### src/rtl/ptw_pkg.sv
package ptw_pkg;

  typedef enum logic [2:0] {
    ST_IDLE,
    ST_L0_REQ,
    ST_L0_WAIT,
    ST_L1_REQ,
    ST_L1_WAIT,
    ST_WRITE
  } walk_state_e;

  // strobes from control to datapath
  typedef struct packed {
    logic latchReq;   // sample request fields
    logic capEntry;   // store returned entry
    logic clrEntry;   // zero entry (first-level fault)
    logic reqValid;   // drive a memory read
    logic selL1;      // second-level address select
    logic wrEn;       // buffer write
  } ptw_strobe_t;

endpackage

### src/rtl/ptw_ctrl.sv
module ptw_ctrl
  import ptw_pkg::*;
(
  input  logic        clk,
  input  logic        rstN,
  input  logic        startValid,
  input  logic        memReqReady,
  input  logic        memRspValid,
  input  logic        rspMapped,
  output logic        startReady,
  output logic        walkDone,
  output ptw_strobe_t strb
);

  walk_state_e state, stateNxt;

  always_ff @(posedge clk or negedge rstN) begin
    if (!rstN) state <= ST_IDLE;
    else       state <= stateNxt;
  end

  always_comb begin
    stateNxt = state;
    unique case (state)
      ST_IDLE:    if (startValid)  stateNxt = ST_L0_REQ;
      ST_L0_REQ:  if (memReqReady) stateNxt = ST_L0_WAIT;
      ST_L0_WAIT: if (memRspValid) stateNxt = rspMapped ? ST_L1_REQ : ST_WRITE;
      ST_L1_REQ:  if (memReqReady) stateNxt = ST_L1_WAIT;
      ST_L1_WAIT: if (memRspValid) stateNxt = ST_WRITE;
      ST_WRITE:   stateNxt = ST_IDLE;
      default:    stateNxt = ST_IDLE;
    endcase
  end

  always_comb begin
    strb          = '0;
    strb.latchReq = (state == ST_IDLE) && startValid;
    strb.reqValid = (state == ST_L0_REQ) || (state == ST_L1_REQ);
    strb.selL1    = (state == ST_L1_REQ);
    strb.capEntry = memRspValid &&
                    (((state == ST_L0_WAIT) && rspMapped) || (state == ST_L1_WAIT));
    strb.clrEntry = memRspValid && (state == ST_L0_WAIT) && !rspMapped;
    strb.wrEn     = (state == ST_WRITE);
  end

  assign startReady = (state == ST_IDLE);
  assign walkDone   = (state == ST_WRITE);

endmodule

### src/rtl/ptw_datapath.sv
module ptw_datapath
  import ptw_pkg::*;
#(
  parameter int VA_W     = 32,
  parameter int AW       = 32,
  parameter int IDX_W    = 6,
  parameter int CTX_W    = 8,
  parameter int ORD_W    = 16,
  parameter int PAGE_OFS = 12,
  parameter int LVL_BITS = 10,
  parameter int MV_BIT   = 0
) (
  input  logic                     clk,
  input  logic                     rstN,
  input  ptw_strobe_t              strb,
  input  logic [VA_W-PAGE_OFS-1:0] missVpn,
  input  logic [IDX_W-1:0]         missIdx,
  input  logic [CTX_W-1:0]         missCtx,
  input  logic [ORD_W-1:0]         missOrd,
  input  logic [AW-1:0]            ctxBase,
  input  logic [AW-1:0]            memRspData,
  output logic                     rspMapped,
  output logic [AW-1:0]            memReqAddr,
  output logic [ORD_W-1:0]         memReqOrd,
  output logic [IDX_W-1:0]         tlbWrIdx,
  output logic [VA_W-1:0]          tlbWrTag,
  output logic [CTX_W-1:0]         tlbWrCtx,
  output logic [AW-1:0]            tlbWrData
);

  localparam int VPN_W = VA_W - PAGE_OFS;
  localparam int L0_LO = PAGE_OFS + LVL_BITS;   // VA bit where L0 index starts
  localparam int L0_W  = VA_W - L0_LO;          // L0 index width
  localparam int L1_W  = LVL_BITS;              // L1 index width

  logic [VPN_W-1:0] vpnQ;
  logic [IDX_W-1:0] idxQ;
  logic [CTX_W-1:0] ctxQ;
  logic [ORD_W-1:0] ordQ;
  logic [AW-1:0]    baseQ;
  logic [AW-1:0]    entryQ;

  always_ff @(posedge clk or negedge rstN) begin
    if (!rstN) begin
      vpnQ  <= '0;
      idxQ  <= '0;
      ctxQ  <= '0;
      ordQ  <= '0;
      baseQ <= '0;
    end else if (strb.latchReq) begin
      vpnQ  <= missVpn;
      idxQ  <= missIdx;
      ctxQ  <= missCtx;
      ordQ  <= missOrd;
      baseQ <= ctxBase;
    end
  end

  // one register carries the L0 entry, then the L1 entry (or zero)
  always_ff @(posedge clk or negedge rstN) begin
    if (!rstN)              entryQ <= '0;
    else if (strb.clrEntry) entryQ <= '0;
    else if (strb.capEntry) entryQ <= memRspData;
  end

  // word offsets of the two table indices
  logic [AW-1:0] l0Ofs, l1Ofs, l0Addr, l1Addr, ptrBase;

  always_comb begin
    l0Ofs = '0;
    l0Ofs[L0_W+1:0] = {vpnQ[VPN_W-1 -: L0_W], 2'b00};
    l1Ofs = '0;
    l1Ofs[L1_W+1:0] = {vpnQ[L1_W-1:0], 2'b00};
  end

  assign ptrBase    = {entryQ[AW-1:2], 2'b00};
  assign l0Addr     = baseQ + l0Ofs;
  assign l1Addr     = ptrBase | l1Ofs;
  assign memReqAddr = strb.selL1 ? l1Addr : l0Addr;
  assign memReqOrd  = ordQ;
  assign rspMapped  = memRspData[MV_BIT];

  assign tlbWrIdx  = idxQ;
  assign tlbWrCtx  = ctxQ;
  assign tlbWrData = entryQ;
  assign tlbWrTag  = {vpnQ, {(PAGE_OFS-1){1'b0}}, 1'b1};

endmodule

### src/rtl/ptw_top.sv
module ptw_top
  import ptw_pkg::*;
#(
  parameter int VA_W     = 32,
  parameter int AW       = 32,
  parameter int IDX_W    = 6,
  parameter int CTX_W    = 8,
  parameter int ORD_W    = 16,
  parameter int PAGE_OFS = 12,
  parameter int LVL_BITS = 10,
  parameter int MV_BIT   = 0
) (
  input  logic                     clk,
  input  logic                     rstN,
  input  logic                     startValid,
  output logic                     startReady,
  input  logic [VA_W-PAGE_OFS-1:0] missVpn,
  input  logic [IDX_W-1:0]         missIdx,
  input  logic [CTX_W-1:0]         missCtx,
  input  logic [ORD_W-1:0]         missOrd,
  input  logic [AW-1:0]            ctxBase,
  output logic                     memReqValid,
  input  logic                     memReqReady,
  output logic [AW-1:0]            memReqAddr,
  output logic [ORD_W-1:0]         memReqOrd,
  input  logic                     memRspValid,
  input  logic [AW-1:0]            memRspData,
  output logic                     tlbWrEn,
  output logic [IDX_W-1:0]         tlbWrIdx,
  output logic [VA_W-1:0]          tlbWrTag,
  output logic [CTX_W-1:0]         tlbWrCtx,
  output logic [AW-1:0]            tlbWrData,
  output logic                     walkDone
);

  ptw_strobe_t strb;
  logic        rspMapped;

  ptw_ctrl u_ctrl (
    .clk        (clk),
    .rstN       (rstN),
    .startValid (startValid),
    .memReqReady(memReqReady),
    .memRspValid(memRspValid),
    .rspMapped  (rspMapped),
    .startReady (startReady),
    .walkDone   (walkDone),
    .strb       (strb)
  );

  ptw_datapath #(
    .VA_W(VA_W), .AW(AW), .IDX_W(IDX_W), .CTX_W(CTX_W), .ORD_W(ORD_W),
    .PAGE_OFS(PAGE_OFS), .LVL_BITS(LVL_BITS), .MV_BIT(MV_BIT)
  ) u_dp (
    .clk       (clk),
    .rstN      (rstN),
    .strb      (strb),
    .missVpn   (missVpn),
    .missIdx   (missIdx),
    .missCtx   (missCtx),
    .missOrd   (missOrd),
    .ctxBase   (ctxBase),
    .memRspData(memRspData),
    .rspMapped (rspMapped),
    .memReqAddr(memReqAddr),
    .memReqOrd (memReqOrd),
    .tlbWrIdx  (tlbWrIdx),
    .tlbWrTag  (tlbWrTag),
    .tlbWrCtx  (tlbWrCtx),
    .tlbWrData (tlbWrData)
  );

  assign memReqValid = strb.reqValid;
  assign tlbWrEn     = strb.wrEn;

endmodule

### config.mk
export PLATFORM = sky130hd
export DESIGN_NAME = ptw_top
export DESIGN_NICKNAME = d
export VERILOG_FILES = /design/src/rtl/ptw_pkg.sv /design/src/rtl/ptw_ctrl.sv /design/src/rtl/ptw_datapath.sv /design/src/rtl/ptw_top.sv
export SDC_FILE = /design/constraint.sdc
export NUM_CORES = 1
export LEC_CHECK = 0
export CORE_UTILIZATION = 43
export CTS_CLUSTER_DIAMETER = 40
export CTS_CLUSTER_SIZE = 28
export DETAILED_ROUTE_END_ITERATION = 12
export HOLD_SLACK_MARGIN = 0.1
export PLACE_DENSITY = 0.92
export SKIP_LAST_GASP = 1
export SYNTH_ARGS = -nofsm -noshare
export SYNTH_HDL_FRONTEND = slang
export SYNTH_SLANG_ARGS = --single-unit
### constraint.sdc
create_clock -name clk -period 2.75 [get_ports clk]
set_input_delay 0.6875 -clock clk [delete_from_list [all_inputs] [get_ports clk]]
set_output_delay 0.6875 -clock clk [all_outputs]
set_load 0.02 [all_outputs]
==> results.sh, run 1 <==
export IMPL_status="finished, violations left"
export IMPL_violations="negative setup slack"
export IMPL_netlist_instances=561
export IMPL_core_area_sq_um=13300
export IMPL_crit_path_end_kind="primary output"
export IMPL_dp_hpwl_microns=13300
export IMPL_initial_utilization_pct=44.1
export IMPL_final_common_cell="clkdlybuf4s50_1"
export IMPL_synth_largest_area_cell="dfrtp_1"
export IMPL_cp_start_kind="flop"
export IMPL_wirelength_microns=19800
export IMPL_drive_gt1_share_pct=32.0
export IMPL_tightest_slew_ps=533
export IMPL_clock_skew_ps=4.64
export IMPL_grt_pass1_wl_microns=30800
export IMPL_arrival_ps=2520
export IMPL_crit_path_cell_trace="ha_4, fa_2, a21o_1, o2bb2ai_4, a2bb2oi_4, nand4_1, xor2_1, a21oi_1, buf_4"
export IMPL_grt_util_all_layers_pct=28.4
export IMPL_rsz0062_at_grt="yes"
export IMPL_relSlewSlack_pct=64.5
export IMPL_clock_sinks=117
export IMPL_io_buffers=236
export IMPL_syn_avg_cell_area_sq_um=10.5
export IMPL_clockBufferDepth=2
export IMPL_clk_latency_ps=410
export IMPL_async_flop_share_pct=100
export IMPL_cts_tree="done"
export IMPL_drc_errors=0
export IMPL_period_share_pct=117
export IMPL_yosysWarnings=0
export IMPL_diodes=0
export IMPL_rows=42
export IMPL_cts_buffers=17
export IMPL_place_gp_congestion=0.914
export IMPL_fin_area_sq_um=9950
export IMPL_period_needed_ps=3210
export IMPL_register_area_sq_um=2930
export IMPL_synth_top_area_share_pct=49.9
export IMPL_grt_max_degree=55
export IMPL_fin_ws_ps=-460
export IMPL_antenna_found_initial=0
export IMPL_hp_class="in -> async"
export IMPL_fill_cells=875
export IMPL_cp_max_fo=5
export IMPL_yosys_cell_types_count=45
export IMPL_fin_nets=989
export IMPL_synth_top_cells_by_area="dfrtp_1, mux2_2, nand2_1"
export IMPL_htreeDepth=4
export IMPL_slew_violations=0
export IMPL_cpLargestDelayFamily="compound AO/OA/AOI/OAI gates"
export IMPL_critPathRequiredTime_ps=2060
export IMPL_multiInputGateArea_sq_um=3190
export IMPL_synth_ff_type="dfrtp_1"
export IMPL_synth_edff_count=0
export IMPL_final_cell_mix="clkdlybuf4s50_1, dfrtp_1, nand2_1"
export IMPL_p_per_area_nw_per_um2=1550
export IMPL_drv_cap=0
export IMPL_grt_pass1_vias=5820
export IMPL_antenna_violating_nets_post_route=0
export IMPL_area_delta_synth_final_pct=69.7
export IMPL_dr_pass1_iters=4
export IMPL_path_class="reg -> out"
export IMPL_ys_ff_latch=117
export IMPL_die_x_microns=119
export IMPL_cp_slowest_cell="dfrtp_1"
export IMPL_drt_initial_drc_count=331
export IMPL_wl_per_cell_microns=18.9
export IMPL_ir_worst_vdd_mv=0.953
export IMPL_overflow=0
export IMPL_setup_viol_count_final=26
export IMPL_max_freq_mhz=312
export IMPL_hold_buffers=0
export IMPL_path_clk_slew_ps=50
export IMPL_hold_viol_final=0
export IMPL_finalPower_mw=15.5
export IMPL_via_per_inst=5.32
export IMPL_dieArea_sq_um=14100
export IMPL_cts_root_buf="clkbuf_16"
export IMPL_vias=5575
export IMPL_path_buf_inv=1
export IMPL_synth_seq_area_share_pct=49.9
export IMPL_place_area_sq_um=8750
export IMPL_slowest_delay_ps=420
export IMPL_io_pins=249
export IMPL_leakagePower_nw=4.23
export IMPL_synth_cell_area_sq_um=5860
export IMPL_fp_dieH_microns=119
[report_power, final]
| part | switching (mW) | internal (mW) | total, mW | leakage (nW) |
|---|---|---|---|---|
| combinational | 4.96 | 4.84 | 9.80 | 2.52 |
| clock | 0.769 | 1.58 | 2.35 | 0.302 |
| sequential | 0.718 | 2.59 | 3.31 | 1.41 |
| total | 6.45 | 9.01 | 15.5 | 4.23 |
[repair_timing]
item / CTS / global route
buffers inserted: 13 / 8
endpoints found under the setup margin: 32 / 30
pin swaps: 26 / 23
gates cloned: 2 / 0
resized for setup: 182 / 44
[per-layer routing]
| metal | share of wire, % | GRT usage (%) |
|---|---|---|
| met5 | 0 | 0 |
| met4 | 3.1 | 13.4 |
| met3 | 6.5 | 6.85 |
| met2 | 51 | 48.3 |
| met1 | 39 | 33.8 |
[cell type report]
class                   instances  area share [%]
clock buffers                  22            4.76
clock inverters                 9            1.51
repair buffers                313            29.7
flip-flops and latches        117            29.4
multi-input cells             403            32.1
inverters                       7           0.264
well taps                     176            2.21
[through the flow]
stage | worst slack, ps | setup TNS (ps) | utilization, % | hold slack (ps) | instances
after CTS | -455 | -8840 | 73.0 | 262 | 1041
final | -460 | -9060 | 74.9 | 255 | 1047
after floorplan | 8.70 | 0 | - | 392 | 571
after global routing | -502 | -10510 | 74.9 | 294 | 1047
after global placement | -488 | -9380 | 65.8 | 450 | 995
after detailed placement | -636 | -11810 | 65.8 | 462 | 995
[worst paths after layout]
check / end / cells past startpoint / start / slack (ps)
min: u_dp.tlbWrIdx[3] / 1 / rstN / 250
max in group asynchronous: u_dp.baseQ[28] / 2 / rstN / 1700
max reg2reg: u_dp.tlbWrData[24] / 5 / u_ctrl.state[2] / 890
min in group clk: u_dp.tlbWrData[1] / 2 / u_dp.tlbWrData[1] / 470
min reg2reg: u_dp.tlbWrData[1] / 2 / u_dp.tlbWrData[1] / 470
max: memReqAddr[30] / 9 / u_dp.baseQ[2] / -460
[cells in the mapped netlist (all sizes together), types with 6 or more instances]
master  instances
xor2           12
nor3           10
mux2           79
clkbuf         14
inv             7
and2            6
nand2          98
xnor2          11
dfrtp         117
buf            32
nand4          11
ha             10
nor2           22
nand3          41
o21ai          30
a21oi          20
[cell families (layout without fill, tap and decap cells)]
kind of cell / after synthesis / after routing / synth area share (%)
flip-flops: 117 / 117 / 49.9
other: 2 / 12 / 0.128
AND/OR/NAND/NOR: 200 / 201 / 15.5
AO/OA/AOI/OAI: 75 / 76 / 8.09
multiplexers: 80 / 80 / 15.3
buffers and inverters: 53 / 351 / 5.08
adder cells (fa/ha/maj): 11 / 11 / 2.47
XOR/XNOR: 23 / 23 / 3.43
[state kept, by name (all words and copies together) (netlist names)]
register	cells
u_dp.memReqOrd	16
u_dp.tlbWrData	32
u_dp.baseQ	32
u_dp.vpnQ	20
u_dp.tlbWrCtx	8
u_ctrl.state	3
u_dp.tlbWrIdx	6
(Power assumes the default switching activity.)
==> inputs of run 2 (changes only) <==
- CORE_UTILIZATION: 43 -> 44
- CTS_BUF_LIST: unset -> sky130_fd_sc_hd__clkbuf_8
- PLACE_DENSITY: 0.92 -> 0.94
==> run 2 against run 1 <==
The run still ends with negative setup slack left. Utilization is 0.38 points higher. Combinational power about the same. Clock power down 34%. Hold slack lost 16 ps. Cell area fell by 3.1%. Sequential share of layout area rose by 0.93 points. Maximum frequency decreased by 0.62%. Sequential cell count unchanged. Clock skew grew 1.9 ps. Non-clock buffer count decreased by 3. Power decreased by 5.1%. First-iteration DRC count down 26%.
==> results.sh, run 2 (same netlist as run 1, synthesis figures left out) <==
export IMPL_status="finished, violations left"
export IMPL_violations="negative setup slack"
export IMPL_p_per_area_nw_per_um2=1520
export IMPL_fin_area_sq_um=9650
export IMPL_drive_gt1_share_pct=31.8
export IMPL_grt_max_degree=64
export IMPL_rsz0062_at_grt="yes"
export IMPL_path_class="reg -> out"
export IMPL_antenna_violating_nets_post_route=0
export IMPL_fp_dieH_microns=117
export IMPL_timing_critical_path_to="memReqAddr[30]"
export IMPL_seq_power_share_pct=22.7
export IMPL_final_cell_count_no_fill=1039
export IMPL_setup_viol_count_final=26
export IMPL_rrSetupSlack_ps=890
export IMPL_via_per_inst=5.21
export IMPL_ir_worst_vdd_mv=0.800
export IMPL_area_delta_synth_final_pct=64.5
export IMPL_relSlewSlack_pct=58.0
export IMPL_setup_worst_path_start="u_dp.vpnQ[10]"
export IMPL_cp_start_kind="flop"
export IMPL_fin_ws_ps=-480
export IMPL_fill_cells=861
export IMPL_place_area_sq_um=8710
export IMPL_wirelength_microns=19300
export IMPL_dp_hpwl_microns=13100
export IMPL_period_needed_ps=3230
export IMPL_core_area_sq_um=12800
export IMPL_slowest_delay_ps=430
export IMPL_antenna_found_initial=0
export IMPL_slew_violations=0
export IMPL_grt_pass1_vias=5821
export IMPL_clkPwrFrac_pct=10.5
export IMPL_critPathRequiredTime_ps=2060
export IMPL_cp_slowest_cell="dfrtp_2"
export IMPL_diodes=0
export IMPL_cts_root_buf="clkbuf_8"
export IMPL_worst_path_stages=9
export IMPL_dieArea_sq_um=13800
export IMPL_fin_nets=986
export IMPL_r2r_end="u_dp.baseQ[3]"
export IMPL_hold_buffers=0
export IMPL_tightest_slew_ps=629
export IMPL_rows=41
export IMPL_vias=5417
export IMPL_crit_path_cell_trace="ha_4, fa_2, a21o_1, o2bb2ai_4, a2bb2oi_4, nand4_1, xor2_1, a21oi_1, buf_2"
export IMPL_grt_pass1_wl_microns=30400
export IMPL_highest_layer="met4"
export IMPL_wl_met2_microns=9620
export IMPL_hold_viol_final=0
export IMPL_drt_initial_drc_count=246
export IMPL_final_cell_mix="clkdlybuf4s50_1, dfrtp_1, nand2_1"
export IMPL_clock_sinks=117
export IMPL_wl_met3_microns=1260
export IMPL_drv_cap=0
export IMPL_max_freq_mhz=310
export IMPL_wl_met1_microns=7820
export IMPL_dr_pass1_iters=4
export IMPL_path_clk_slew_ps=70
export IMPL_r2r_cells=5
export IMPL_wl_per_cell_microns=18.6
export IMPL_die_x_microns=117
export IMPL_leakagePower_nw=4.12
export IMPL_period_share_pct=117
export IMPL_cpLargestDelayFamily="compound AO/OA/AOI/OAI gates"
export IMPL_arrival_ps=2540
export IMPL_grt_util_all_layers_pct=28.6
export IMPL_initial_utilization_pct=45.7
export IMPL_overflow=0
export IMPL_clock_skew_ps=6.53
export IMPL_p_int_mw=8.32
export IMPL_path_buf_inv=1
export IMPL_cts_tree="done"
export IMPL_p_sw_mw=6.35
export IMPL_drc_errors=0
export IMPL_htreeDepth=4
export IMPL_comb_power_share_pct=66.7
export IMPL_io_pins=249
export IMPL_final_common_cell="clkdlybuf4s50_1"
export IMPL_dp_cells=984
export IMPL_switching_share_pct=43.3
export IMPL_clockBufferDepth=2
export IMPL_crit_path_end_kind="primary output"
export IMPL_io_buffers=236
export IMPL_place_gp_congestion=0.879
export IMPL_cts_buffers=17
export IMPL_cp_max_fo=5
export IMPL_r2r_start="u_ctrl.state[1]"
export IMPL_hp_class="in -> async"
export IMPL_clk_latency_ps=440
run 2: worst min path at each step:
stage / cells after the start / to / slack, ps
global route: 2 / u_dp.tlbWrIdx[4] / 250
floorplan: 0 / u_ctrl.state[0] / 390
CTS: 2 / u_dp.tlbWrIdx[4] / 230
global placement: 2 / u_dp.tlbWrData[1] / 450
finish: 2 / u_dp.tlbWrIdx[4] / 240
detailed placement: 2 / u_dp.tlbWrData[1] / 450
run 2: repair_timing:
item | in CTS | in global routing
resized for setup | 186 | 34
buffers inserted | 11 | 11
gates cloned | 3 | 0
setup endpoints to repair | 32 | 32
pin swaps | 49 | 24
run 2: cell type report:
class	instances	area (sq um)	share of cell area, %
Inverter	7	26.3	0.272
Timing Repair Buffer	310	2950	30.6
Sequential cell	117	2930	30.4
Clock buffer	20	275	2.85
Clock inverter	10	108	1.12
Tap cell	172	215	2.23
Multi-Input combinational cell	403	3140	32.6
run 2: power groups by stage:
stage | Clock [mW] | Combinational, mW | Sequential [mW]
5_1_grt | 1.64 | 10.3 | 3.44
6_report | 1.55 | 9.79 | 3.33
3_3_place_gp | 0 | 8.21 | 3.19
3_5_place_dp | 0 | 8.38 | 3.25
2_1_floorplan | 0 | 3.83 | 3.86
4_1_cts | 1.57 | 9.18 | 3.29
run 2: through the flow:
stage | power, mW | setup WS, ps | hold slack (ps) | setup TNS [ps] | util, %
finish | 14.7 | -480 | 239 | -9400 | 75.2
global route | 15.4 | -565 | 249 | -11790 | 75.2
CTS | 14.0 | -504 | 232 | -10290 | 73.5
detailed placement | 11.6 | -578 | 455 | -11040 | 68.0
global placement | 11.4 | -497 | 452 | -9220 | 68.0
floorplan | 7.69 | 8.70 | 392 | 0 | -
run 2: metal layers:
layer / track usage (%) / vias to the layer above
li1: - / 2519
met5: 0 / -
met4: 12.7 / 0
met2: 48.8 / 219
met3: 7.30 / 43
met1: 33.9 / 2636
